`config.mk`:
```
export PLATFORM = sky130hd
export DESIGN_NAME = scsi_dout_engine
export DESIGN_NICKNAME = d
export VERILOG_FILES = /design/src/rtl/sde_pkg.sv /design/src/rtl/sde_ack_sync.sv /design/src/rtl/sde_count.sv /design/src/rtl/sde_watchdog.sv /design/src/rtl/scsi_dout_engine.sv
export SDC_FILE = /design/constraint.sdc
export NUM_CORES = 1
export LEC_CHECK = 0
export ABC_AREA = 1
export BUFFER_PORTS_ARGS = -buffer_cell sky130_fd_sc_hd__buf_2
export CAP_MARGIN = 20
export CORE_MARGIN = 5
export CORE_UTILIZATION = 40
export DETAILED_ROUTE_END_ITERATION = 7
export SLEW_MARGIN = 20
export SYNTH_ARGS = -nofsm -noshare
export SYNTH_HDL_FRONTEND = slang
export SYNTH_SLANG_ARGS = --single-unit
```
`constraint.sdc`:
```
create_clock -name clk -period 3.3 [get_ports clk]
set_input_delay 0.495 -clock clk [delete_from_list [all_inputs] [get_ports clk]]
set_output_delay 0.495 -clock clk [all_outputs]
set_load 0.1 [all_outputs]
```
`src/rtl/sde_pkg.sv`:
```
package sde_pkg;
  typedef enum logic [1:0] {
    ST_IDLE = 2'd0,
    ST_LOAD = 2'd1,
    ST_REQ  = 2'd2,
    ST_HOLD = 2'd3
  } sde_state_t;
endpackage

```
`src/rtl/sde_ack_sync.sv`:
```
module sde_ack_sync #(
  parameter int STAGES = 2
) (
  input  logic clk,
  input  logic rst_n,
  input  logic ack_n_i,
  output logic fall_o,
  output logic rise_o
);
  logic [STAGES-1:0] sync_q;
  logic              last_q;
  logic              lvl;

  generate
    if (STAGES == 1) begin : g_single
      always_ff @(posedge clk) begin
        if (!rst_n) sync_q <= '1;
        else        sync_q <= ack_n_i;
      end
    end else begin : g_chain
      always_ff @(posedge clk) begin
        if (!rst_n) sync_q <= '1;
        else        sync_q <= {sync_q[STAGES-2:0], ack_n_i};
      end
    end
  endgenerate

  assign lvl = sync_q[STAGES-1];

  always_ff @(posedge clk) begin
    if (!rst_n) last_q <= 1'b1;
    else        last_q <= lvl;
  end

  assign fall_o = last_q & ~lvl;
  assign rise_o = ~last_q & lvl;
endmodule

```
`src/rtl/sde_count.sv`:
```
module sde_count #(
  parameter int CNT_W = 16
) (
  input  logic             clk,
  input  logic             rst_n,
  input  logic             load_i,
  input  logic [CNT_W-1:0] load_val_i,
  input  logic             add_i,
  input  logic [CNT_W-1:0] add_val_i,
  input  logic             dec_i,
  output logic [CNT_W-1:0] rem_o,
  output logic             zero_o
);
  logic [CNT_W-1:0] rem_q;
  logic [CNT_W-1:0] plus;
  logic [CNT_W-1:0] rem_d;

  always_comb begin
    plus  = add_i ? add_val_i : '0;
    rem_d = rem_q + plus - {{(CNT_W-1){1'b0}}, dec_i};
    if (load_i) rem_d = load_val_i;
  end

  always_ff @(posedge clk) begin
    if (!rst_n) rem_q <= '0;
    else        rem_q <= rem_d;
  end

  assign rem_o  = rem_q;
  assign zero_o = (rem_q == '0);
endmodule

```
`src/rtl/sde_watchdog.sv`:
```
module sde_watchdog #(
  parameter int LIMIT = 1000
) (
  input  logic clk,
  input  logic rst_n,
  input  logic run_i,
  output logic expire_o
);
  localparam int W = $clog2(LIMIT + 1);
  localparam logic [W-1:0] LAST = W'(LIMIT - 1);

  logic [W-1:0] cnt_q;

  always_ff @(posedge clk) begin
    if (!rst_n)     cnt_q <= '0;
    else if (run_i) cnt_q <= cnt_q + 1'b1;
    else            cnt_q <= '0;
  end

  assign expire_o = run_i && (cnt_q == LAST);
endmodule

```
`src/rtl/scsi_dout_engine.sv`:
```
module scsi_dout_engine
  import sde_pkg::*;
#(
  parameter int CNT_W       = 16,
  parameter int DATA_W      = 8,
  parameter int SYNC_STAGES = 2,
  parameter int WD_CYCLES   = 625_000_000
) (
  input  logic              clk,
  input  logic              rst_n,
  input  logic              start_i,
  input  logic [CNT_W-1:0]  count_i,
  input  logic              extend_i,
  input  logic              abort_i,
  input  logic              s_valid_i,
  input  logic [DATA_W-1:0] s_data_i,
  output logic              s_ready_o,
  input  logic              ack_n_i,
  output logic              req_n_o,
  output logic              req_drive_o,
  output logic [DATA_W-1:0] db_o,
  output logic              busy_o,
  output logic              done_o,
  output logic              err_o
);
  sde_state_t        state_q, state_d;
  logic              staged_q, staged_d;
  logic [DATA_W-1:0] db_q, db_d;
  logic              done_q, done_d;
  logic              err_q, err_d;

  logic              ack_fall, ack_rise;
  logic [CNT_W-1:0]  rem;
  logic              rem_zero;
  logic              wd_expire;
  logic              busy;
  logic              accept;
  logic              kill;
  logic              cnt_load, cnt_add, cnt_dec;

  sde_ack_sync #(.STAGES(SYNC_STAGES)) u_sync (
    .clk     (clk),
    .rst_n   (rst_n),
    .ack_n_i (ack_n_i),
    .fall_o  (ack_fall),
    .rise_o  (ack_rise)
  );

  sde_count #(.CNT_W(CNT_W)) u_count (
    .clk        (clk),
    .rst_n      (rst_n),
    .load_i     (cnt_load),
    .load_val_i (count_i),
    .add_i      (cnt_add),
    .add_val_i  (count_i),
    .dec_i      (cnt_dec),
    .rem_o      (rem),
    .zero_o     (rem_zero)
  );

  sde_watchdog #(.LIMIT(WD_CYCLES)) u_wd (
    .clk      (clk),
    .rst_n    (rst_n),
    .run_i    (busy),
    .expire_o (wd_expire)
  );

  assign busy      = (state_q != ST_IDLE);
  assign s_ready_o = ((state_q == ST_LOAD) || (state_q == ST_HOLD)) && !rem_zero && !staged_q;
  assign accept    = s_valid_i && s_ready_o;
  assign kill      = abort_i || wd_expire;

  assign cnt_load  = (state_q == ST_IDLE) && start_i;
  assign cnt_add   = busy && extend_i;
  assign cnt_dec   = (state_q == ST_REQ) && ack_fall;

  always_comb begin
    state_d  = state_q;
    staged_d = staged_q;
    db_d     = db_q;
    done_d   = 1'b0;
    err_d    = err_q;
    unique case (state_q)
      ST_IDLE: begin
        if (start_i) begin
          state_d  = ST_LOAD;
          staged_d = 1'b0;
          err_d    = 1'b0;
        end
      end
      ST_LOAD: begin
        if (rem_zero) begin
          state_d = ST_IDLE;
          done_d  = 1'b1;
        end else if (accept) begin
          db_d    = s_data_i;
          state_d = ST_REQ;
        end
      end
      ST_REQ: begin
        if (ack_fall) state_d = ST_HOLD;
      end
      ST_HOLD: begin
        if (accept) begin
          db_d     = s_data_i;
          staged_d = 1'b1;
        end
        if (ack_rise) begin
          if (rem_zero) begin
            state_d = ST_IDLE;
            done_d  = 1'b1;
          end else if (staged_q || accept) begin
            state_d  = ST_REQ;
            staged_d = 1'b0;
          end else begin
            state_d = ST_LOAD;
          end
        end
      end
      default: state_d = ST_IDLE;
    endcase
    if (kill) begin
      state_d  = ST_IDLE;
      staged_d = 1'b0;
      done_d   = 1'b0;
      err_d    = err_q | (wd_expire & ~abort_i);
    end
  end

  always_ff @(posedge clk) begin
    if (!rst_n) begin
      state_q  <= ST_IDLE;
      staged_q <= 1'b0;
      db_q     <= '0;
      done_q   <= 1'b0;
      err_q    <= 1'b0;
    end else begin
      state_q  <= state_d;
      staged_q <= staged_d;
      db_q     <= db_d;
      done_q   <= done_d;
      err_q    <= err_d;
    end
  end

  assign req_n_o     = (state_q != ST_REQ);
  assign req_drive_o = busy;
  assign db_o        = db_q;
  assign busy_o      = busy;
  assign done_o      = done_q;
  assign err_o       = err_q;
endmodule

```
Yosys cells after proc, flatten, opt, wreduce, memory -nomap -nowiden

Cells that the tools add are included.
W data, S select, Z words.

Reductions and logical operators: 25
Eq/ne operators: 10
Add/subtract/negate cells: 3
Mux-type cells: 24
Bitwise logic cells: 8

Operator list:

| kind                    | number |
|---|---|
| $mux W16                | 2 |
| $add A30 B1 Y30 const B | 1 |
| $eq A30 B30 Y1 const B  | 1 |
| $add A16 B16 Y16        | 1 |
| $logic_not A16 Y1       | 1 |
| $mux W8                 | 2 |
| $pmux W8 S2             | 1 |
| $sub A16 B1 Y16         | 1 |
| $mux W2                 | 7 |
| $ne A2 B2 Y1 const B    | 5 |
| $reduce_bool A2 Y1      | 5 |
| $mux W1                 | 9 |
| $pmux W2 S4             | 1 |
| $reduce_and A2 Y1       | 4 |
| $logic_and A1 B1 Y1     | 7 |
| $eq A2 B2 Y1 const B    | 2 |
| $not A1 Y1              | 4 |
| $pmux W1 S2             | 2 |
| $reduce_and A4 Y1       | 1 |
| $and A1 B1 Y1           | 3 |
| $logic_or A1 B1 Y1      | 3 |
| $ne A3 B3 Y1 const B    | 1 |
| $eq A2 B1 Y1 const B    | 1 |
| $logic_not A1 Y1        | 2 |
| other kinds (3)         | 3 |

Word-level logic and storage cells: 79
Output and inout port bits: 14
Input port bits: 31
Flip-flop bits (word level): 62

Logic depth before layout (Yosys ltp)

Gate-level depths: netlist (run 1).

Depth after elaboration: 10
Depth in mapped cells: 18
Depth with buffers taken out: 17

Modules after synthesis

From an unflattened synthesis (run 1), not the netlist that was laid out.

Cells, all modules: 710
Area total of the unflattened synthesis: 4409.2 µm²

By module, submodules not included:

| module           | sequential area each (µm²) | instances | area an instance (µm²) | cells an instance |
|---|---|---|---|---|
| sde_count        | 320.3                      | 1         | 2042.0                 | 346 |
| sde_watchdog     | 600.6                      | 1         | 1625.3                 | 260 |
| scsi_dout_engine | 260.2                      | 1         | 648.1                  | 92 |
| sde_ack_sync     | 60.1                       | 1         | 93.8                   | 12 |

Worst setup path after synthesis (run 1)

No wires, ideal clock.

Kind: reg2out
From: register u_count.rem_q[15], in the netlist u_count.rem_o[15]
To: output port s_ready_o
Path slack: 0.125 ns
Path buffers: 0
Arrival: 2.680 ns
Required time: 2.805 ns
Cell stages (with the launch flop): 7
Path through: dfxtp_1 nor2_1 nand2_1 nor2_1 nand2_1 inv_1 nor3_1

Word-level cells in the longest chain between the ends: 4

RTL lines:

| item                             | RTL line               | source |
|---|---|---|
| from (decl)                      | sde_count.sv:14        | `logic [CNT_W-1:0] rem_q;` |
| from (signal assigned)           | sde_count.sv:26        | `else rem_q <= rem_d;` |
| $logic_not A16 Y1                | sde_count.sv:30        | `assign zero_o = (rem_q == '0);` |
| $logic_not A1 Y1                 | scsi_dout_engine.sv:69 | `assign s_ready_o = ((state_q == ST_LOAD) \|\| (state_q == ST_HOLD)) && !rem_zero && !staged_q;` |
| $logic_and A1 B1 Y1 (2 in a row) | scsi_dout_engine.sv:69 |  |
| to (decl)                        | scsi_dout_engine.sv:17 | `output logic s_ready_o,` |

No other way between the ends.

Final worst setup path (run 1)

From: register state_q[0]
To: register u_count.rem_q[11], in the netlist u_count.rem_o[11]

Word-level cells in the longest chain between the ends: 6
Elaborated cells between the ends (all ways): 10

RTL lines:

| item                   | RTL line                | source |
|---|---|---|
| from (decl)            | scsi_dout_engine.sv:26  | `sde_state_t state_q, state_d;` |
| from (signal assigned) | scsi_dout_engine.sv:138 | `state_q <= state_d;` |
| $reduce_bool A2 Y1     | scsi_dout_engine.sv:68  | `assign busy = (state_q != ST_IDLE);` |
| $logic_and A1 B1 Y1    | scsi_dout_engine.sv:74  | `assign cnt_add = busy && extend_i;` |
| $mux W16               | sde_count.sv:19         | `plus = add_i ? add_val_i : '0;` |
| $add A16 B16 Y16       | sde_count.sv:20         | `rem_d = rem_q + plus - {{(CNT_W-1){1'b0}}, dec_i};` |
| $sub A16 B1 Y16        | sde_count.sv:20         |  |
| $mux W16 (*)           | sde_count.sv:21         | `if (load_i) rem_d = load_val_i;` |

Mark *: on every way between the ends. The rest lies on a longest branch, timed or not.
A chain may end at the register's enable or synchronous reset.

==> summary.txt, run 1 <==
Clocking
  – TritonCTS buffer count: 9
  – Clk_lat worst skew: 350 ps
  – H-tree depth: 3
  – Clk slew on worst S/H paths: 70 ps
  – Clock net sink count: 62
  – CTS Buffer Depth: 2
  – Setup Fix Bufs, Post-CTS: 0
  – CTS tree: built
  – Hold_buf cts: 0
  – CTS root buf: clkbuf_8
  – Cts repair resizes: 0

Layout
  – Most common cell after layout, fill and taps aside: inv_1
  – Most frequent cells in the layout: inv_1 (129), nand2_1 (120), dfxtp_1 (62), nor2_1 (55), a21oi_1 (48)
  – Fill cells: 1,085
  – Fin util: 46.29%
  – Ratio of cells with drive above 1 in the final layout: 14.87%
  – Antenna diodes: 0
  – Synthesis-to-layout area growth: 13.36%
  – Fin nets: 744

Global route
  – Largest net degree at the start of global routing: 27
  – Initial antenna violation count: 0
  – Gr usage total: 16.29%
  – Global-route wire length before repair: 16,890 um
  – Grt total ovfl: 0
  – Vias in the first global route: 3,646

Yosys
  – Synth Area in Compound Gates: 13.51%
  – Post-Syn Nets: 695
  – Ys async rst share: 0%
  – Mux contribution to synthesized area: 0%
  – Post-synthesis sequential area ratio: 29.44%
  – Top FF cell, synth: dfxtp_1
  – Netlist cell types: 45
  – Synth Area in Adders: 9.676%
  – Synth Instances: 632
  – Post-synth EDFFs: 0
  – Largest family of logic cells by synthesized area: simple AND/OR/NAND/NOR gates
  – Mapped cell area: 4215 um2
  – Synth Area in Simple Gates: 31.85%
  – Syn. warnings: 0
  – Mean Syn Cell Area: 6.670 um2
  – Yosys reg bits: 62
  – Post-Synth XOR/XNOR Area: 2.078%

Routing
  – DR iter-0 viols: 255
  – Detail Route Antenna Nets: 0
  – Routed WL: 10,050 um
  – Post-DR vias/cell: 4.877
  – DR WL/cell: 12.23 um
  – Remaining DRCs: 0
  – Detailed Routing Iterations Pass 1: 4
  – Vias: 4,009

Timing
  – Hold slack final: 328.3 ps
  – Clk_skew: 8.624 ps
  – Actual slew at the worst max-slew pin: 764.8 ps
  – Final Hold Vio Count: 0
  – Period minus WS final: 2736 ps
  – Final period util: 82.90%
  – Unrepaired setup endpoints after global routing: no
  – Slew headroom: 48.89%
  – Fmax achieved: 365.5 MHz
  – Setup-failing EPs final: 0
  – Setup TNS Final: 0 ps
  – Final Max Tran Viols: 0

Run
  – Max-Cap Viols: 0

Die
  – CORE AREA: 10,320 um2
  – Starting density of the core: 40.83%
  – Die width: 112.7 um
  – DIE HEIGHT: 112.7 um
  – I/O pin count: 45
  – Die Footprint: 12,690 um2
  – Row count: 37

Status
  – Outcome: finished clean

Critical path
  – Most used cell along the critical path: nand2_1
  – Critical path type: reg -> reg
  – WP data arrival: 2980 ps
  – Crit start category: flop
  – CP peak stage delay: 470 ps
  – Worst Path Required: 3540 ps
  – CP endpoint kind: flop
  – CP cell instances: nor2_2 > nor2_2 > buf_4 > nand2_1 > ha_1 > inv_1 > ha_1 > a21oi_1 > inv_1 > a21oi_1 > nand2_1 > nand2_1 > nand2_1 > nand2_1 > nand2_1 > o21bai_1 > inv_1
  – CP max-delay cell: dfxtp_1
  – Crit Path Max Fanout: 15

Pwr
  – Leakage: 0.002325 uW
  – Pwr per Cell Area: 640.1 nW/um2
  – Max VDD drop: 322.1 uV

Placed design
  – PortBufs: 44
  – DPL Wire Length: 7835 um
  – Placer congestion estimate: 0.8418

Min path
  – Hold WC Path Type: in -> reg
==> kinds of logic (layout without fill, tap and decap cells) <==
| group | Yosys count | in the layout |
|---|---|---|
| DFF | 62 | 62 |
| and+or+nand+nor | 277 | 277 |
| buffers and inverters | 147 | 201 |
| adders and majority gates | 32 | 32 |
| AOI/OAI and AO/OA | 104 | 104 |
| xor gates and xnor gates | 10 | 10 |
==> final timing paths <==
| path | startpoint | end | slack (ps) | depth (start not counted) |
|---|---|---|---|---|
| hold reg to reg | u_sync.sync_q[0]$_SDFF_PN1_ | u_sync.sync_q[1]$_SDFF_PN1_ | 430 | 1 |
| setup reg to reg | state_q[0]$_SDFFE_PP0P_ | u_count.rem_o[11]$_SDFF_PN0_ | 560 | 17 |
| setup / recovery | state_q[0]$_SDFFE_PP0P_ | u_count.rem_o[11]$_SDFF_PN0_ | 560 | 17 |
| hold / removal | ack_n_i | u_sync.sync_q[0]$_SDFF_PN1_ | 330 | 2 |
==> flip-flops by register name, summed over array words and instances, names as in the netlist, named ones only <==
signal and cells:
u_wd.cnt_q 30, u_count.rem_o 16, db_o 8, state_q 2
u_sync.sync_q 2, done_o 1, staged_q 1, u_sync.last_q 1
==> per-stage QoR <==
stage | power (uW) | area (um2) | std cells | setup slack [ps]
CTS | 3075 | 4778 | 822 | 569.1
global placement | 2372 | 4584 | 806 | 556.9
global route | 3363 | 4778 | 822 | 262.1
detailed placement | 2404 | 4584 | 806 | 505.4
floorplan | 2083 | 4215 | 632 | 125.4
finish | 3059 | 4778 | 822 | 564.4
==> cell usage after synthesis (2+ instances only) <==
cell type	number	area, um2
nor3b_2	2	25.02
o21ai_0	33	165.2
nand3b_1	2	15.01
buf_2	5	25.02
o21bai_1	7	52.55
xor2_1	6	52.55
clkbuf_1	3	11.26
nor3_4	3	48.80
nand3_1	37	185.2
nor2_4	3	33.78
nor4_1	4	25.02
nor2_2	5	31.28
dfxtp_1	62	1241
nand4_1	12	75.07
or2_1	2	12.51
o21ai_1	4	20.02
inv_2	7	26.28
a21o_1	2	15.01
nand2_2	3	18.77
nor2_1	55	206.5
nor3_1	13	65.06
inv_1	129	484.2
a21oi_1	48	240.2
o211ai_1	4	30.03
or2_2	7	43.79
ha_1	31	387.9
nor3b_1	2	15.01
xnor2_1	4	35.03
nand2_1	120	450.4
buf_4	2	15.01
==> cell type report <==
class / count / area, um2 / area share [%]
clock buffers: 12 / 165.2 / 3.456
inverters: 137 / 515.5 / 10.79
flip-flops and latches: 62 / 1241 / 25.98
clock inverters: 4 / 28.78 / 0.6023
well taps: 136 / 170.2 / 3.561
multi-input cells: 423 / 2407 / 50.38
repair buffers: 48 / 250.2 / 5.237
==> critical path, delay by kind of cell (launching register included) <==
family | cells | cell delay (ps)
fa+ha+maj | 2 | 610
compound gates | 3 | 520
buf+inv | 4 | 380
flops | 1 | 470
simple gates | 8 | 640
==> power by group <==
group	leakage, uW	total [uW]	internal [uW]	switching, uW
logic	0.00172	1530	557	974
clock network	0.0000950	655	335	320
registers	0.000505	872	828	44.7
total	0.00233	3060	1720	1340
==> metal layers <==
layer	up-vias	track usage (%)	routed length, um
met4	0	5.769	120
met1	1810	24.00	5292
li1	2118	-	-
met3	10	2.642	507
met2	71	23.82	4131
met5	-	0	0
Power figures use the tool's default switching activity.
==> run 2, diff against run 1 <==
- clock period: 3.3 -> 2.2 ns (I/O delays scaled with it)
==> summary.txt, run 2 (synthesized netlist as in run 1, its figures left out) <==
Global route
  – Gr usage total: 18.27% (+2.0 points)
  – Vias in the first global route: 4,096 (+12%)
  – Global-route wire length before repair: 19,130 um (+13%)
  – Initial antenna violation count: 0 (unchanged)
  – Grt total ovfl: 0 (unchanged)
  – Largest net degree at the start of global routing: 30 (+11%)

Clocking
  – H-tree depth: 3 (unchanged)
  – CTS root buf: clkbuf_8
  – CTS Buffer Depth: 2 (unchanged)
  – CTS tree: built
  – Clock net sink count: 62 (unchanged)
  – Hold_buf cts: 0 (unchanged)
  – Clk slew on worst S/H paths: 70 ps (about the same)
  – Clk_lat worst skew: 350 ps (about the same)
  – TritonCTS buffer count: 9 (unchanged)

Routing
  – Routed WL: 11,250 um (+12%)
  – Remaining DRCs: 0 (unchanged)
  – Vias: 4,180 (+4.3%)
  – DR iter-0 viols: 210 (-18%)
  – Post-DR vias/cell: 4.889 (+0.24%)
  – Detailed Routing Iterations Pass 1: 4 (unchanged)
  – Detail Route Antenna Nets: 0 (unchanged)
  – DR WL/cell: 13.16 um (+7.6%)

Critical path
  – Crit Path Max Fanout: 4 (-11)
  – Critical path type: reg -> reg
  – Crit start category: flop
  – Worst setup path endpoint: u_count.rem_o[11]$_SDFF_PN0_
  – Reg2reg end: u_count.rem_o[11]$_SDFF_PN0_
  – Cells on worst reg2reg path: 16 (-1)
  – WP data arrival: 2600 ps (-380 ps)
  – CP endpoint kind: flop
  – CP startpoint: state_q[1]$_SDFFE_PP0P_
  – Setup slack on the worst flop-to-flop path: -160 ps (-730 ps)
  – Worst Path Required: 2440 ps (-1100 ps)
  – RR Startpoint: state_q[1]$_SDFFE_PP0P_

Placed design
  – Placer congestion estimate: 0.9057 (+7.6%)
  – PortBufs: 44 (unchanged)
  – Cell Area, Placed: 4925 um2 (+7.4%)
  – DPL Wire Length: 8293 um (+5.8%)
  – Place WS: -260.6 ps (-766.1 ps)

Timing
  – Fmax achieved: 423.4 MHz (+16%)
  – Clk_skew: 7.565 ps (-1.059 ps)
  – Final Max Tran Viols: 0 (unchanged)
  – Actual slew at the worst max-slew pin: 498.9 ps (-265.9 ps)
  – Final period util: 107.4% (+24 points)
  – Slew headroom: 66.97% (+18 points)
  – Final Hold Vio Count: 0 (unchanged)
  – Period minus WS final: 2362 ps (-373.7 ps)
  – Setup TNS Final: -761.8 ps (-761.8 ps)
  – Unrepaired setup endpoints after global routing: yes
  – Hold slack final: 170.3 ps (-158.0 ps)
  – Final worst slack: -161.9 ps (-726.3 ps)
  – Setup-failing EPs final: 10 (+10)

Layout
  – Area of the multi-input gates: 3005 um2 (+25%)
  – Fill cells: 976 (-10%)
  – FF/Latch Area: 1249 um2 (+0.61%)
  – Final instance area: 5655 um2 (+18%)
  – Most frequent cells in the layout: inv_1 (113), nand2_1 (92), dfxtp_1 (60), nor2_1 (51), buf_2 (44)
  – Most flops, register: u_wd.cnt_q
  – Synthesis-to-layout area growth: 34.16%
  – Ratio of cells with drive above 1 in the final layout: 32.27% (+17 points)
  – Max reg flops: 30 (unchanged)
  – Most common cell after layout, fill and taps aside: inv_1
  – Antenna diodes: 0 (unchanged)
  – Fin nets: 778 (+4.6%)

Run
  – Max-Cap Viols: 0 (unchanged)

Pwr
  – Pwr per Cell Area: 1103 nW/um2 (+72%)
  – Power Total: 6239 uW (+100%)
  – Max VDD drop: 629.5 uV (+95%)
  – Leakage: 0.002575 uW (+11%)

Die
  – DIE HEIGHT: 112.7 um (unchanged)
  – Die Footprint: 12,690 um2 (unchanged)
  – Row count: 37 (unchanged)
  – Die width: 112.7 um (unchanged)
  – I/O pin count: 45 (unchanged)
  – CORE AREA: 10,320 um2 (unchanged)
  – Starting density of the core: 40.83% (unchanged)

Min path
  – Hold WC Path Type: in -> reg

Status
  – Failing checks: negative setup slack
  – Outcome: finished with violations
[run 2: cell count changes in the layout (fill, tap and decap cells not counted), moves of 16 or more]
cell,delta
buf_4,+26
ha_4,+21
ha_1,-22
inv_1,-16
nand2_1,-28
nand2_2,+20
[run 2: final cells by class]
class / instances / share of cell area, %
sequential: 62 / 22.08
clock inverter: 4 / 0.4646
timing repair buffer: 82 / 9.779
multi-input combinational: 423 / 53.14
clock buffer: 11 / 2.323
inverter: 137 / 9.204
tap: 136 / 3.009
[run 2: worst max-delay path, stage by stage (launching register included)]
cell and delay [ps]:
dfxtp_4 380, nor2_4 50, nor2_4 130, buf_6 140, nand2_4 60, ha_4 250
inv_2 40, ha_4 230, or2_4 240, nand4_1 160, nand2_2 100, nand2_2 80
nand2_2 50, nand2_1 50, nand2_1 50, o21bai_1 170, inv_1 50
[run 2: worst min path at each step]
stage                                      from                           to  slack [ps]  cells past startpoint
detailed placement  u_sync.sync_q[0]$_SDFF_PN1_  u_sync.sync_q[1]$_SDFF_PN1_         410                      1
CTS                                     ack_n_i  u_sync.sync_q[0]$_SDFF_PN1_         160                      2
global placement    u_sync.sync_q[0]$_SDFF_PN1_  u_sync.sync_q[1]$_SDFF_PN1_         390                      1
finish                                  ack_n_i  u_sync.sync_q[0]$_SDFF_PN1_         170                      2
floorplan           u_sync.sync_q[0]$_SDFF_PN1_  u_sync.sync_q[1]$_SDFF_PN1_         390                      1
global route                            ack_n_i  u_sync.sync_q[0]$_SDFF_PN1_         160                      2
[run 2: repair_timing]
item / 4_1_cts / 5_1_grt
pin swaps: 41 / 32
buffers inserted: 5 / 4
setup endpoints to repair: 12 / 13
resized for setup: 81 / 29
[run 2: power breakdown]
group          switching (uW)  internal [uW]  total [uW]  leakage, uW
clock                     454            401         855    0.0000792
sequential               63.7           1240        1300     0.000507
combinational            2220           1860        4080      0.00199
total                    2730           3510        6240      0.00258
[run 2: per-stage QoR]
step	cells	util [%]
finish	855	54.78
global route	855	54.78
CTS	851	53.22
detailed placement	831	47.70
global placement	831	47.70
floorplan	632	-
[run 2: per-layer routing]
| metal | track usage [%] | vias up | wire length (um) |
|---|---|---|---|
| li1 | - | 2184 | - |
| met2 | 28.91 | 73 | 4990 |
| met4 | 5.929 | 0 | 119 |
| met5 | 0 | - | 0 |
| met3 | 4.097 | 12 | 547 |
| met1 | 24.62 | 1911 | 5593 |
